`config.mk`:
```
export PLATFORM = sky130hd
export DESIGN_NAME = mode_reg_port
export DESIGN_NICKNAME = d
export VERILOG_FILES = /design/src/rtl/mr_ptr_pkg.sv /design/src/rtl/mr_edge_det.sv /design/src/rtl/mr_sel_ptr.sv /design/src/rtl/mr_bank.sv /design/src/rtl/mode_reg_port.sv
export SDC_FILE = /design/constraint.sdc
export NUM_CORES = 1
export LEC_CHECK = 0
export BUFFER_PORTS_ARGS = -buffer_cell sky130_fd_sc_hd__buf_2
export CORE_ASPECT_RATIO = 0.8
export CORE_MARGIN = 2
export CORE_UTILIZATION = 46
export CTS_BUF_LIST = sky130_fd_sc_hd__clkbuf_2
export CTS_CLUSTER_SIZE = 12
export DETAILED_ROUTE_END_ITERATION = 16
export PLACE_DENSITY = 0.76
export SLEW_MARGIN = 25
export SYNTH_ARGS = -nofsm -noshare
export SYNTH_HDL_FRONTEND = slang
export SYNTH_SLANG_ARGS = --single-unit
```
`constraint.sdc`:
```
create_clock -name clk_i -period 2.2 [get_ports clk_i]
set_input_delay 0.22 -clock clk_i [delete_from_list [all_inputs] [get_ports clk_i]]
set_output_delay 0.22 -clock clk_i [all_outputs]
set_load 0.01 [all_outputs]
```
`src/rtl/mr_ptr_pkg.sv`:
```
package mr_ptr_pkg;
  localparam int NUM_MR = 3;
  typedef enum logic [1:0] {
    SEL_MR0 = 2'd0,
    SEL_MR1 = 2'd1,
    SEL_MR2 = 2'd2
  } mr_sel_e;
  localparam logic [7:0] CMD_SEL_MR0 = 8'hB0;
  localparam logic [7:0] CMD_SEL_MR1 = 8'h10;
endpackage

```
`src/rtl/mr_edge_det.sv`:
```
module mr_edge_det (
  input  logic clk_i,
  input  logic rst_ni,
  input  logic strobe_i,
  output logic rise_o
);
  logic strobe_q;

  always_ff @(posedge clk_i or negedge rst_ni) begin
    if (!rst_ni) strobe_q <= 1'b0;
    else         strobe_q <= strobe_i;
  end

  assign rise_o = strobe_i & ~strobe_q;

  // a held strobe gives a single pulse
  p_single_pulse_r7: assert property (@(posedge clk_i) disable iff (!rst_ni)
    rise_o |=> !rise_o);
endmodule

```
`src/rtl/mr_sel_ptr.sv`:
```
module mr_sel_ptr
  import mr_ptr_pkg::*;
(
  input  logic       clk_i,
  input  logic       rst_ni,
  input  logic       acc_i,
  input  logic       cmd_vld_i,
  input  logic [7:0] cmd_i,
  output mr_sel_e    sel_o
);
  mr_sel_e sel_q, sel_d;

  always_comb begin
    sel_d = sel_q;
    if (cmd_vld_i) begin
      if (cmd_i == CMD_SEL_MR0)      sel_d = SEL_MR0;
      else if (cmd_i == CMD_SEL_MR1) sel_d = SEL_MR1;
    end else if (acc_i) begin
      unique case (sel_q)
        SEL_MR0: sel_d = SEL_MR1;
        SEL_MR1: sel_d = SEL_MR2;
        default: sel_d = SEL_MR2;
      endcase
    end
  end

  always_ff @(posedge clk_i or negedge rst_ni) begin
    if (!rst_ni) sel_q <= SEL_MR1;
    else         sel_q <= sel_d;
  end

  assign sel_o = sel_q;

  p_adv_from_mr0_r5: assert property (@(posedge clk_i) disable iff (!rst_ni)
    (acc_i && !cmd_vld_i && sel_q == SEL_MR0) |=> sel_q == SEL_MR1);
  p_adv_from_mr1_r5: assert property (@(posedge clk_i) disable iff (!rst_ni)
    (acc_i && !cmd_vld_i && sel_q == SEL_MR1) |=> sel_q == SEL_MR2);
  p_stick_mr2_r5: assert property (@(posedge clk_i) disable iff (!rst_ni)
    (acc_i && !cmd_vld_i && sel_q == SEL_MR2) |=> sel_q == SEL_MR2);
  p_cmd_mr0_r6: assert property (@(posedge clk_i) disable iff (!rst_ni)
    (cmd_vld_i && cmd_i == CMD_SEL_MR0) |=> sel_q == SEL_MR0);
  p_cmd_mr1_r6: assert property (@(posedge clk_i) disable iff (!rst_ni)
    (cmd_vld_i && cmd_i == CMD_SEL_MR1) |=> sel_q == SEL_MR1);
  p_idle_hold_r7: assert property (@(posedge clk_i) disable iff (!rst_ni)
    (!acc_i && !cmd_vld_i) |=> $stable(sel_q));
  p_sel_legal_r5: assert property (@(posedge clk_i) disable iff (!rst_ni)
    sel_q != 2'd3);
endmodule

```
`src/rtl/mr_bank.sv`:
```
module mr_bank
  import mr_ptr_pkg::*;
#(
  parameter int DW = 8
) (
  input  logic          clk_i,
  input  logic          rst_ni,
  input  logic          we_i,
  input  mr_sel_e       sel_i,
  input  logic [DW-1:0] wdata_i,
  output logic [DW-1:0] rdata_o
);
  logic [DW-1:0] regs_q [NUM_MR];

  for (genvar i = 0; i < NUM_MR; i++) begin : g_reg
    always_ff @(posedge clk_i or negedge rst_ni) begin
      if (!rst_ni)                            regs_q[i] <= '0;
      else if (we_i && sel_i == mr_sel_e'(i)) regs_q[i] <= wdata_i;
    end

    p_no_stray_write_r8: assert property (@(posedge clk_i) disable iff (!rst_ni)
      !(we_i && sel_i == mr_sel_e'(i)) |=> $stable(regs_q[i]));
  end

  always_comb begin
    unique case (sel_i)
      SEL_MR0: rdata_o = regs_q[0];
      SEL_MR1: rdata_o = regs_q[1];
      default: rdata_o = regs_q[2];
    endcase
  end
endmodule

```
`src/rtl/mode_reg_port.sv`:
```
module mode_reg_port
  import mr_ptr_pkg::*;
#(
  parameter int NUM_CH = 2,
  parameter int DW     = 8,
  localparam int CHW   = (NUM_CH > 1) ? $clog2(NUM_CH) : 1,
  localparam int AW    = CHW + 1
) (
  input  logic          clk_i,
  input  logic          rst_ni,
  input  logic [AW-1:0] addr_i,
  input  logic          rd_i,
  input  logic          wr_i,
  input  logic [DW-1:0] wdata_i,
  output logic [DW-1:0] rdata_o
);
  logic rd_rise, wr_rise, rd_fire, wr_fire, is_cmd;
  logic [CHW-1:0] ch_idx;
  logic [DW-1:0]  ch_rdata [NUM_CH];
  logic [DW-1:0]  rdata_q, rd_mux;

  mr_edge_det u_rd_edge (.clk_i, .rst_ni, .strobe_i(rd_i), .rise_o(rd_rise));
  mr_edge_det u_wr_edge (.clk_i, .rst_ni, .strobe_i(wr_i), .rise_o(wr_rise));

  assign wr_fire = wr_rise;
  assign rd_fire = rd_rise & ~wr_i;  // write wins a collision
  assign is_cmd  = addr_i[0];
  assign ch_idx  = addr_i[AW-1:1];

  for (genvar c = 0; c < NUM_CH; c++) begin : g_ch
    logic    hit, acc, cmd_vld, we;
    mr_sel_e sel;

    assign hit     = (ch_idx == CHW'(c));
    assign acc     = hit & ~is_cmd & (wr_fire | rd_fire);
    assign we      = hit & ~is_cmd & wr_fire;
    assign cmd_vld = hit &  is_cmd & wr_fire;

    mr_sel_ptr u_ptr (
      .clk_i, .rst_ni,
      .acc_i    (acc),
      .cmd_vld_i(cmd_vld),
      .cmd_i    (wdata_i[7:0]),
      .sel_o    (sel)
    );

    mr_bank #(.DW(DW)) u_bank (
      .clk_i, .rst_ni,
      .we_i   (we),
      .sel_i  (sel),
      .wdata_i(wdata_i),
      .rdata_o(ch_rdata[c])
    );
  end

  always_comb begin
    rd_mux = '0;
    for (int c = 0; c < NUM_CH; c++)
      if (ch_idx == CHW'(c)) rd_mux = ch_rdata[c];
  end

  always_ff @(posedge clk_i or negedge rst_ni) begin
    if (!rst_ni)      rdata_q <= '0;
    else if (rd_fire) rdata_q <= is_cmd ? '0 : rd_mux;
  end

  assign rdata_o = rdata_q;

  p_rdata_hold_r3: assert property (@(posedge clk_i) disable iff (!rst_ni)
    !rd_fire |=> $stable(rdata_o));
  p_cmd_read_zero_r9: assert property (@(posedge clk_i) disable iff (!rst_ni)
    (rd_fire && is_cmd) |=> rdata_o == '0);
  p_collide_hold_r10: assert property (@(posedge clk_i) disable iff (!rst_ni)
    (rd_rise && wr_i) |=> $stable(rdata_o));
endmodule

```
==> metrics.cfg, run 1 <==
[status]
status = finished clean

[sta]
fin_crit_ps = 1870
fin_crit_sh = 0.850
drv_slew = 0
rsz0062_at_grt = no
setup_tns_ps = 0
tightest_slew_ps = 677
fmax_mhz = 535
finalSetupViolCount = 0
skew_ps = 12.3
finalHoldViolCount = 0
relSlewSlack = 0.542

[worst_setup_path]
start_kind = input pin
timing.reg2reg.setup_slack_ps = 430
end_kind = register
required_ps = 2640
cp_data_arrival_time_ps = 2310
path_max_fanout = 7
path_class = input pin to register

[clock_tree]
cts.repair.resized = 0
path_clk_slew_ps = 170
cts_tree = done
cts.path.max_buffers = 2
cts_setup_buffers = 0
cts_sinks = 62
numCtsBuffers = 9
root_buffer = clkbuf_2
clk_latency_ps = 490
htreeDepth = 3
holdBufCountCts = 3

[route]
drtIter0Drc = 104
drc = 0
num_vias = 1910
postRouteAntennaNets = 0
first_pass_iters = 4
wl_mm = 6.39
wire_per_inst_um = 19.3
vias_per_cell = 5.77

[power]
vdd_ir_drop_max_mv = 0.428
p_sw_frac = 0.304
finalPower_mw = 3.25
p_per_area_nw_per_um2 = 992
leakage_nw = 1.59
p_int_mw = 2.26
p_seq_frac = 0.533
pwr-share-comb = 0.263
clkPwrFrac = 0.204
switchingPower_mw = 0.987

[floorplanning]
ios = 22
die_h_um = 74.9
die-area_um2 = 6930
initial_core_util = 0.483
core_um2 = 5970
die_width_um = 92.6
rows = 25

[final_layout]
layout-drive-gt1-share = 0.440
nets = 259
regArea_um2 = 1550
utilization = 0.548
multiInputGateArea_um2 = 1280
fillers = 508
syn_to_final_growth_pct = 13.3
final-instance-count-excl-fill = 331
final_common_cell = dfrtp_1
most-common-layout-cells = dfrtp_1, mux2_2, buf_2
antenna_cells = 0

[synth]
ys_seq_area_frac = 0.538
ys_async_sr_fraction = 1.00
syn-num-nets = 226
synth_top_flop_cell = dfrtp_1
ys_types = 33
syn_inst = 212
netlist_area_um2 = 2890
yosysWarnings = 0
synth_edf_count = 0
syn_area_per_cell_um2 = 13.6
ys_ff_latch = 62

[place]
routabilityCongestion = 0.766
dp_cells = 309
hpwlAfterDp_mm = 4.16
portBuffers = 21

[global_routing]
antenna_found_initial = 0
gr-total-overflow = 0
grt_pass1_vias = 1903
grt_use_total = 0.204
grt_max_degree = 63
grt_pass1_wl_mm = 10.3

[min_path]
hp-class = input pin to register

[job]
drv_cap = 0

[worst paths after layout]
path                                                       start                                     to  depth (start not counted)
min reg2reg                g_ch[0].u_bank.regs_q[13]$_DFFE_PN0P_  g_ch[0].u_bank.regs_q[13]$_DFFE_PN0P_                          1
max in group asynchronous                                 rst_ni     g_ch[0].u_ptr.sel_o[0]$_DFFE_PN1P_                          3
min in group asynchronous                                 rst_ni  g_ch[0].u_bank.regs_q[23]$_DFFE_PN0P_                          3
min                                                   wdata_i[4]   g_ch[0].u_bank.regs_q[4]$_DFFE_PN0P_                          2
max                                                   wdata_i[6]     g_ch[0].u_ptr.sel_o[0]$_DFFE_PN1P_                          6
max reg2reg                   g_ch[1].u_ptr.sel_o[0]$_DFFE_PN1P_  g_ch[1].u_bank.regs_q[21]$_DFFE_PN0P_                          3
[per-stage QoR]
step | setup WS, ps | hold slack (ps) | instance area, um^2
detailed placement | 375 | 262 | 3110
CTS | 477 | 4.08 | 3240
global placement | 402 | 256 | 3110
global route | 273 | 5.50 | 3270
finish | 331 | 55.6 | 3270
floorplan | 598 | -75.6 | 2890
[cells in the mapped netlist, types with 2 or more instances]
cell	n	area (um^2)
dfrtp_1	60	1500
and2_1	8	50.1
mux2_2	56	631
clkbuf_1	9	33.8
o21ai_0	11	55.1
a22o_1	8	70.1
inv_1	2	7.51
buf_2	2	10.0
nand4_2	3	37.5
dfstp_2	2	52.6
o22ai_1	8	50.1
nor2_1	5	18.8
nand3b_4	2	40.0
mux2i_1	9	90.1
mux2_1	2	22.5
a211oi_1	8	60.1
[layout make-up]
| class | count | area share |
|---|---|---|
| flip-flops and latches | 62 | 0.475 |
| multi-input cells | 137 | 0.392 |
| repair buffers | 33 | 0.0680 |
| well taps | 81 | 0.0310 |
| clock buffers | 11 | 0.0168 |
| clock inverters | 5 | 0.0153 |
| inverters | 2 | 0.00229 |
[worst max-delay path, stage by stage]
cell	delay, ps
dlygate4sd3_1	530
buf_2	160
nor4b_1	630
nand4_1	190
mux2_2	300
mux2_1	280
[power groups by stage]
| stage | Clock [mW] | Sequential (mW) | Combinational [mW] |
|---|---|---|---|
| 3_5_place_dp | 0 | 1.75 | 0.848 |
| 2_1_floorplan | 0 | 1.63 | 0.687 |
| 5_1_grt | 0.732 | 1.77 | 0.931 |
| 6_report | 0.664 | 1.73 | 0.853 |
| 3_3_place_gp | 0 | 1.75 | 0.825 |
| 4_1_cts | 0.685 | 1.73 | 0.855 |
[per-layer routing]
metal | track usage | share of wire | up-vias | routed length, um
met4 | 0.0531 | 0.013 | 0 | 80
met3 | 0.0741 | 0.075 | 8 | 476
met1 | 0.296 | 0.50 | 968 | 3200
met5 | 0 | 0 | - | 0
met2 | 0.294 | 0.41 | 73 | 2630
li1 | - | - | 861 | -
[kinds of logic (layout without fill, tap and decap cells)]
kind of cell,count (synthesis),after routing,share of synthesized area
DFF,62,62,0.538
muxes,67,67,0.257
buffers and inverters,13,51,0.0178
and+or+nand+nor,30,30,0.0919
AOI/OAI and AO/OA,39,39,0.0919
xor gates and xnor gates,1,1,0.00303
[sequential cells by signal (all words and copies together), names as in the netlist]
register            flops
rdata_o                 8
g_ch.u_bank.regs_q     48
g_ch.u_ptr.sel_o        4
u_wr_edge.strobe_q      1
u_rd_edge.strobe_q      1
(Power assumes the default switching activity.)
==> run 2, diff against run 1 <==
==> constraint.sdc (replaced) <==
create_clock -name clk_i -period 1.9 [get_ports clk_i]
set_input_delay 0.19 -clock clk_i [delete_from_list [all_inputs] [get_ports clk_i]]
set_output_delay 0.19 -clock clk_i [all_outputs]
set_load 0.01 [all_outputs]
==> run 2 against run 1 <==
  * Register-to-register slack worse by 230 ps
  * Utilization up 1.8 points
  * Via count grew 1.4%
  * Sequential power grew 16%
  * First-iteration DRC count fell by 11%
==> metrics.cfg, run 2 (synthesized netlist as in run 1, its figures left out) <==
[route]
drc = 0
wl_mm = 6.36
vias_per_cell = 5.61
wire_per_inst_um = 18.4
first_pass_iters = 4
num_vias = 1937
postRouteAntennaNets = 0
drtIter0Drc = 93

[clock_tree]
cts.path.max_buffers = 2
clk_latency_ps = 510
cts_tree = done
path_clk_slew_ps = 170
root_buffer = clkbuf_2
cts.repair.resized = 0
numCtsBuffers = 9
cts_sinks = 62
htreeDepth = 3

[floorplanning]
die_width_um = 92.6
rows = 25
die-area_um2 = 6930
core_um2 = 5970
initial_core_util = 0.483
die_h_um = 74.9
ios = 22

[final_layout]
top_register = g_ch.u_bank.regs_q
final_common_cell = dfrtp_1
largest_reg_flops = 48
fillers = 497
nets = 273
most-common-layout-cells = dfrtp_1, mux2_2, buf_2
syn_to_final_growth_pct = 17.2
layout-drive-gt1-share = 0.455
antenna_cells = 0

[worst_setup_path]
cp_data_arrival_time_ps = 2120
end_kind = register
start_kind = register
required_ps = 2320
path_class = register to register
path_max_fanout = 13

[global_routing]
grt_pass1_vias = 1901
met1_usage = 0.286
busiest_layer = met2
grt_use_total = 0.207
gr-total-overflow = 0
use_met2 = 0.311
grt_max_degree = 25
met3_usage = 0.0771
grt_pass1_wl_mm = 10.3
antenna_found_initial = 0

[status]
status = finished clean

[power]
leakage_nw = 1.65
vdd_ir_drop_max_mv = 0.560
finalPower_mw = 3.79
p_per_area_nw_per_um2 = 1120

[sta]
finalHoldViolCount = 0
drv_slew = 0
fin_crit_sh = 0.896
tightest_slew_ps = 538
finalSetupViolCount = 0
relSlewSlack = 0.641
fin_crit_ps = 1700
fmax_mhz = 587
setup_tns_ps = 0
skew_ps = 18.7
rsz0062_at_grt = no

[job]
drv_cap = 0

[place]
hpwlAfterDp_mm = 4.57
routabilityCongestion = 0.856
portBuffers = 21

[min_path]
hp-class = input pin to register

[run 2: layout make-up]
cell class	instances	area [um^2]	share of cell area
multi-input cells	137	1280	0.379
flip-flops and latches	62	1550	0.459
clock buffers	9	45.0	0.0133
well taps	81	101	0.0300
inverters	2	7.51	0.00222
clock inverters	7	65.1	0.0192
repair buffers	47	328	0.0969
[run 2: stage by stage]
stage	area, um^2	setup WS (ps)	hold WS [ps]	util	cells
6_report	3380	197	122	0.566	345
5_1_grt	3380	127	55.2	0.566	345
4_1_cts	3380	214	79.6	0.566	345
3_5_place_dp	3160	223	209	0.529	318
3_3_place_gp	3160	250	205	0.529	318
2_1_floorplan	2890	298	-106	-	212
[run 2: layer usage]
metal	vias up	part of all wire
li1	894	-
met1	976	0.48
met2	60	0.44
met3	7	0.074
met4	0	0.0072
met5	-	0
[run 2: path summary, 6_finish.rpt]
| check | start | to | slack, ps | cells past startpoint |
|---|---|---|---|---|
| max | g_ch[0].u_ptr.sel_o[0]$_DFFE_PN1P_ | rdata_o[1]$_DFFE_PN0P_ | 200 | 4 |
| min | addr_i[0] | rdata_o[4]$_DFFE_PN0P_ | 120 | 3 |
| max reg2reg | g_ch[0].u_ptr.sel_o[0]$_DFFE_PN1P_ | rdata_o[1]$_DFFE_PN0P_ | 200 | 4 |
| min reg2reg | g_ch[0].u_bank.regs_q[13]$_DFFE_PN0P_ | g_ch[0].u_bank.regs_q[13]$_DFFE_PN0P_ | 510 | 1 |
| max in group asynchronous | rst_ni | g_ch[0].u_ptr.sel_o[0]$_DFFE_PN1P_ | 1030 | 3 |
| min in group asynchronous | rst_ni | g_ch[1].u_bank.regs_q[13]$_DFFE_PN0P_ | 160 | 2 |
[run 2: critical path, stage by stage (launching register included)]
cell and delay (ps):
dfstp_2 770, mux2_2 380, mux2i_1 150, o22ai_1 110, a22o_1 200
[run 2: where the power goes]
part           internal (mW)  switching, mW  leakage (nW)
combinational          0.621          0.382         0.786
clock                  0.294          0.491        0.0691
sequential              1.71          0.296         0.796
total                   2.62           1.17          1.65
[run 2: timing repair]
action	CTS	global route
endpoints found under the hold margin	62	0
setup buffers	0	0
hold buffers	11	0
setup endpoints to repair	0	0
==> run 3, diff against run 2 <==
--- a/config.mk
+++ b/config.mk
@@ -6,7 +6,7 @@
 export NUM_CORES = 1
 export LEC_CHECK = 0
 export BUFFER_PORTS_ARGS = -buffer_cell sky130_fd_sc_hd__buf_2
-export CORE_ASPECT_RATIO = 0.8
+export CORE_ASPECT_RATIO = 0.75
 export CORE_MARGIN = 2
 export CORE_UTILIZATION = 46
 export CTS_BUF_LIST = sky130_fd_sc_hd__clkbuf_2
==> run 3 against run 2 <==
  * Sequential share of layout area is 1.7 points higher
  * Utilization is 1.7 points lower
  * Cell count is 4.3% lower
  * Worst hold slack worse by 72 ps
  * Fmax is 0.79% higher
  * Sequential cell count stayed put
  * Via count is 3.2% lower
  * Sequential power hardly changed
  * Critical path depth stayed put
==> metrics.cfg, run 3 (synthesized netlist as in run 1, its figures left out) <==
[final_layout]
layout-drive-gt1-share = 0.444
fin_area_um2 = 3260
antenna_cells = 0
syn_to_final_growth_pct = 13.0
most-common-layout-cells = dfrtp_1, mux2_2, buf_2
top_register = g_ch.u_bank.regs_q
nets = 261
largest_reg_flops = 48
final_common_cell = dfrtp_1
final-instance-count-excl-fill = 330

[clock_tree]
holdBufCountCts = 7
cts.path.max_buffers = 2
cts.repair.resized = 0
path_clk_slew_ps = 180
cts_setup_buffers = 0
cts_tree = done
htreeDepth = 3
root_buffer = clkbuf_2
numCtsBuffers = 9
cts_sinks = 62
clk_latency_ps = 500

[power]
p_int_mw = 2.48
vdd_ir_drop_max_mv = 0.602
leakage_nw = 1.59
finalPower_mw = 3.62
clkPwrFrac = 0.176
switchingPower_mw = 1.14
p_sw_frac = 0.315
p_seq_frac = 0.555
p_per_area_nw_per_um2 = 1110
pwr-share-comb = 0.270

[place]
routabilityCongestion = 0.857
dp_cells = 307
portBuffers = 21
hpwlAfterDp_mm = 4.28
dpl_cell_area_um2 = 3110

[worst_setup_path]
path_max_fanout = 13
start_kind = register
end_kind = register
path_class = register to register
r2r-start = g_ch[0].u_ptr.sel_o[0]$_DFFE_PN1P_
crit_chain = mux2_2 -> mux2i_1 -> o22ai_1 -> a22o_1
required_ps = 2300
slowest_stage = dfstp_2
critPathLaunch = g_ch[0].u_ptr.sel_o[0]$_DFFE_PN1P_
cp_slowest_stage_delay_ps = 730
cp_data_arrival_time_ps = 2090

[global_routing]
grt_use_total = 0.201
grt_pass1_vias = 1954
use_met2 = 0.289
busiest_layer = met2
gr-total-overflow = 0
met3_usage = 0.0661
antenna_found_initial = 0
grt_max_degree = 63
grt_pass1_wl_mm = 10.1
met1_usage = 0.284

[sta]
skew_ps = 24.7
fin_crit_sh = 0.889
whs_ps = 50.3
finalHoldViolCount = 0
fmax_mhz = 592
drv_slew = 0
setup_tns_ps = 0
rsz0062_at_grt = no
fin_crit_ps = 1690
tightest_slew_ps = 607
finalSetupViolCount = 0
relSlewSlack = 0.595

[route]
vias_per_cell = 5.68
first_pass_iters = 4
postRouteAntennaNets = 0
num_vias = 1875
wire_per_inst_um = 18.4
drtIter0Drc = 65
wl_mm = 6.07
drc = 0

[floorplanning]
die_width_um = 95.5
core_um2 = 5950
initial_core_util = 0.486
rows = 24
die_h_um = 72.6
die-area_um2 = 6930
ios = 22

[job]
drv_cap = 0

[status]
status = finished clean

[min_path]
min_from = wdata_i[7]
hp-class = input pin to register

-- run 3: path summary, 6_finish.rpt --
path	to	slack, ps	cells past startpoint
max	rdata_o[2]$_DFFE_PN0P_	210	4
min	g_ch[1].u_bank.regs_q[7]$_DFFE_PN0P_	50	2
min reg2reg	g_ch[0].u_bank.regs_q[13]$_DFFE_PN0P_	520	1
max reg2reg	rdata_o[2]$_DFFE_PN0P_	210	4
max in group asynchronous	g_ch[1].u_ptr.sel_o[0]$_DFFE_PN1P_	1360	3
min in group asynchronous	g_ch[1].u_ptr.sel_o[1]$_DFFE_PN0P_	200	3
-- run 3: routing by layer --
layer | vias up | wire, um
met5 | - | 0
met4 | 0 | 41
met3 | 7 | 267
met2 | 37 | 2710
met1 | 960 | 3050
li1 | 871 | -
-- run 3: per-stage QoR --
stage / utilization / setup WS [ps]
3_3_place_gp: 0.523 / 210
4_1_cts: 0.549 / 193
3_5_place_dp: 0.523 / 164
2_1_floorplan: - / 298
5_1_grt: 0.549 / 132
6_report: 0.549 / 210
-- run 3: power groups by stage --
stage | Clock (mW) | Sequential [mW] | Combinational [mW]
after floorplan | 0 | 1.89 | 0.796
after global placement | 0 | 2.01 | 0.945
after detailed placement | 0 | 2.04 | 0.973
after CTS | 0.659 | 2.01 | 0.987
after global routing | 0.713 | 2.06 | 1.07
final | 0.635 | 2.01 | 0.977
-- run 3: final cells by class --
type,instances,area (um^2)
Clock buffer,11,55.1
Timing Repair Buffer,35,240
Sequential cell,62,1550
Clock inverter,5,26.3
Tap cell,78,97.6
Fill cell,530,2680
Inverter,2,7.51
Multi-Input combinational cell,137,1280
-- run 3: worst max-delay path: cells and delay by family, from the launching register on --
family	cells	cell delay, ps
flops	1	730
mux	2	530
compound gates	2	350
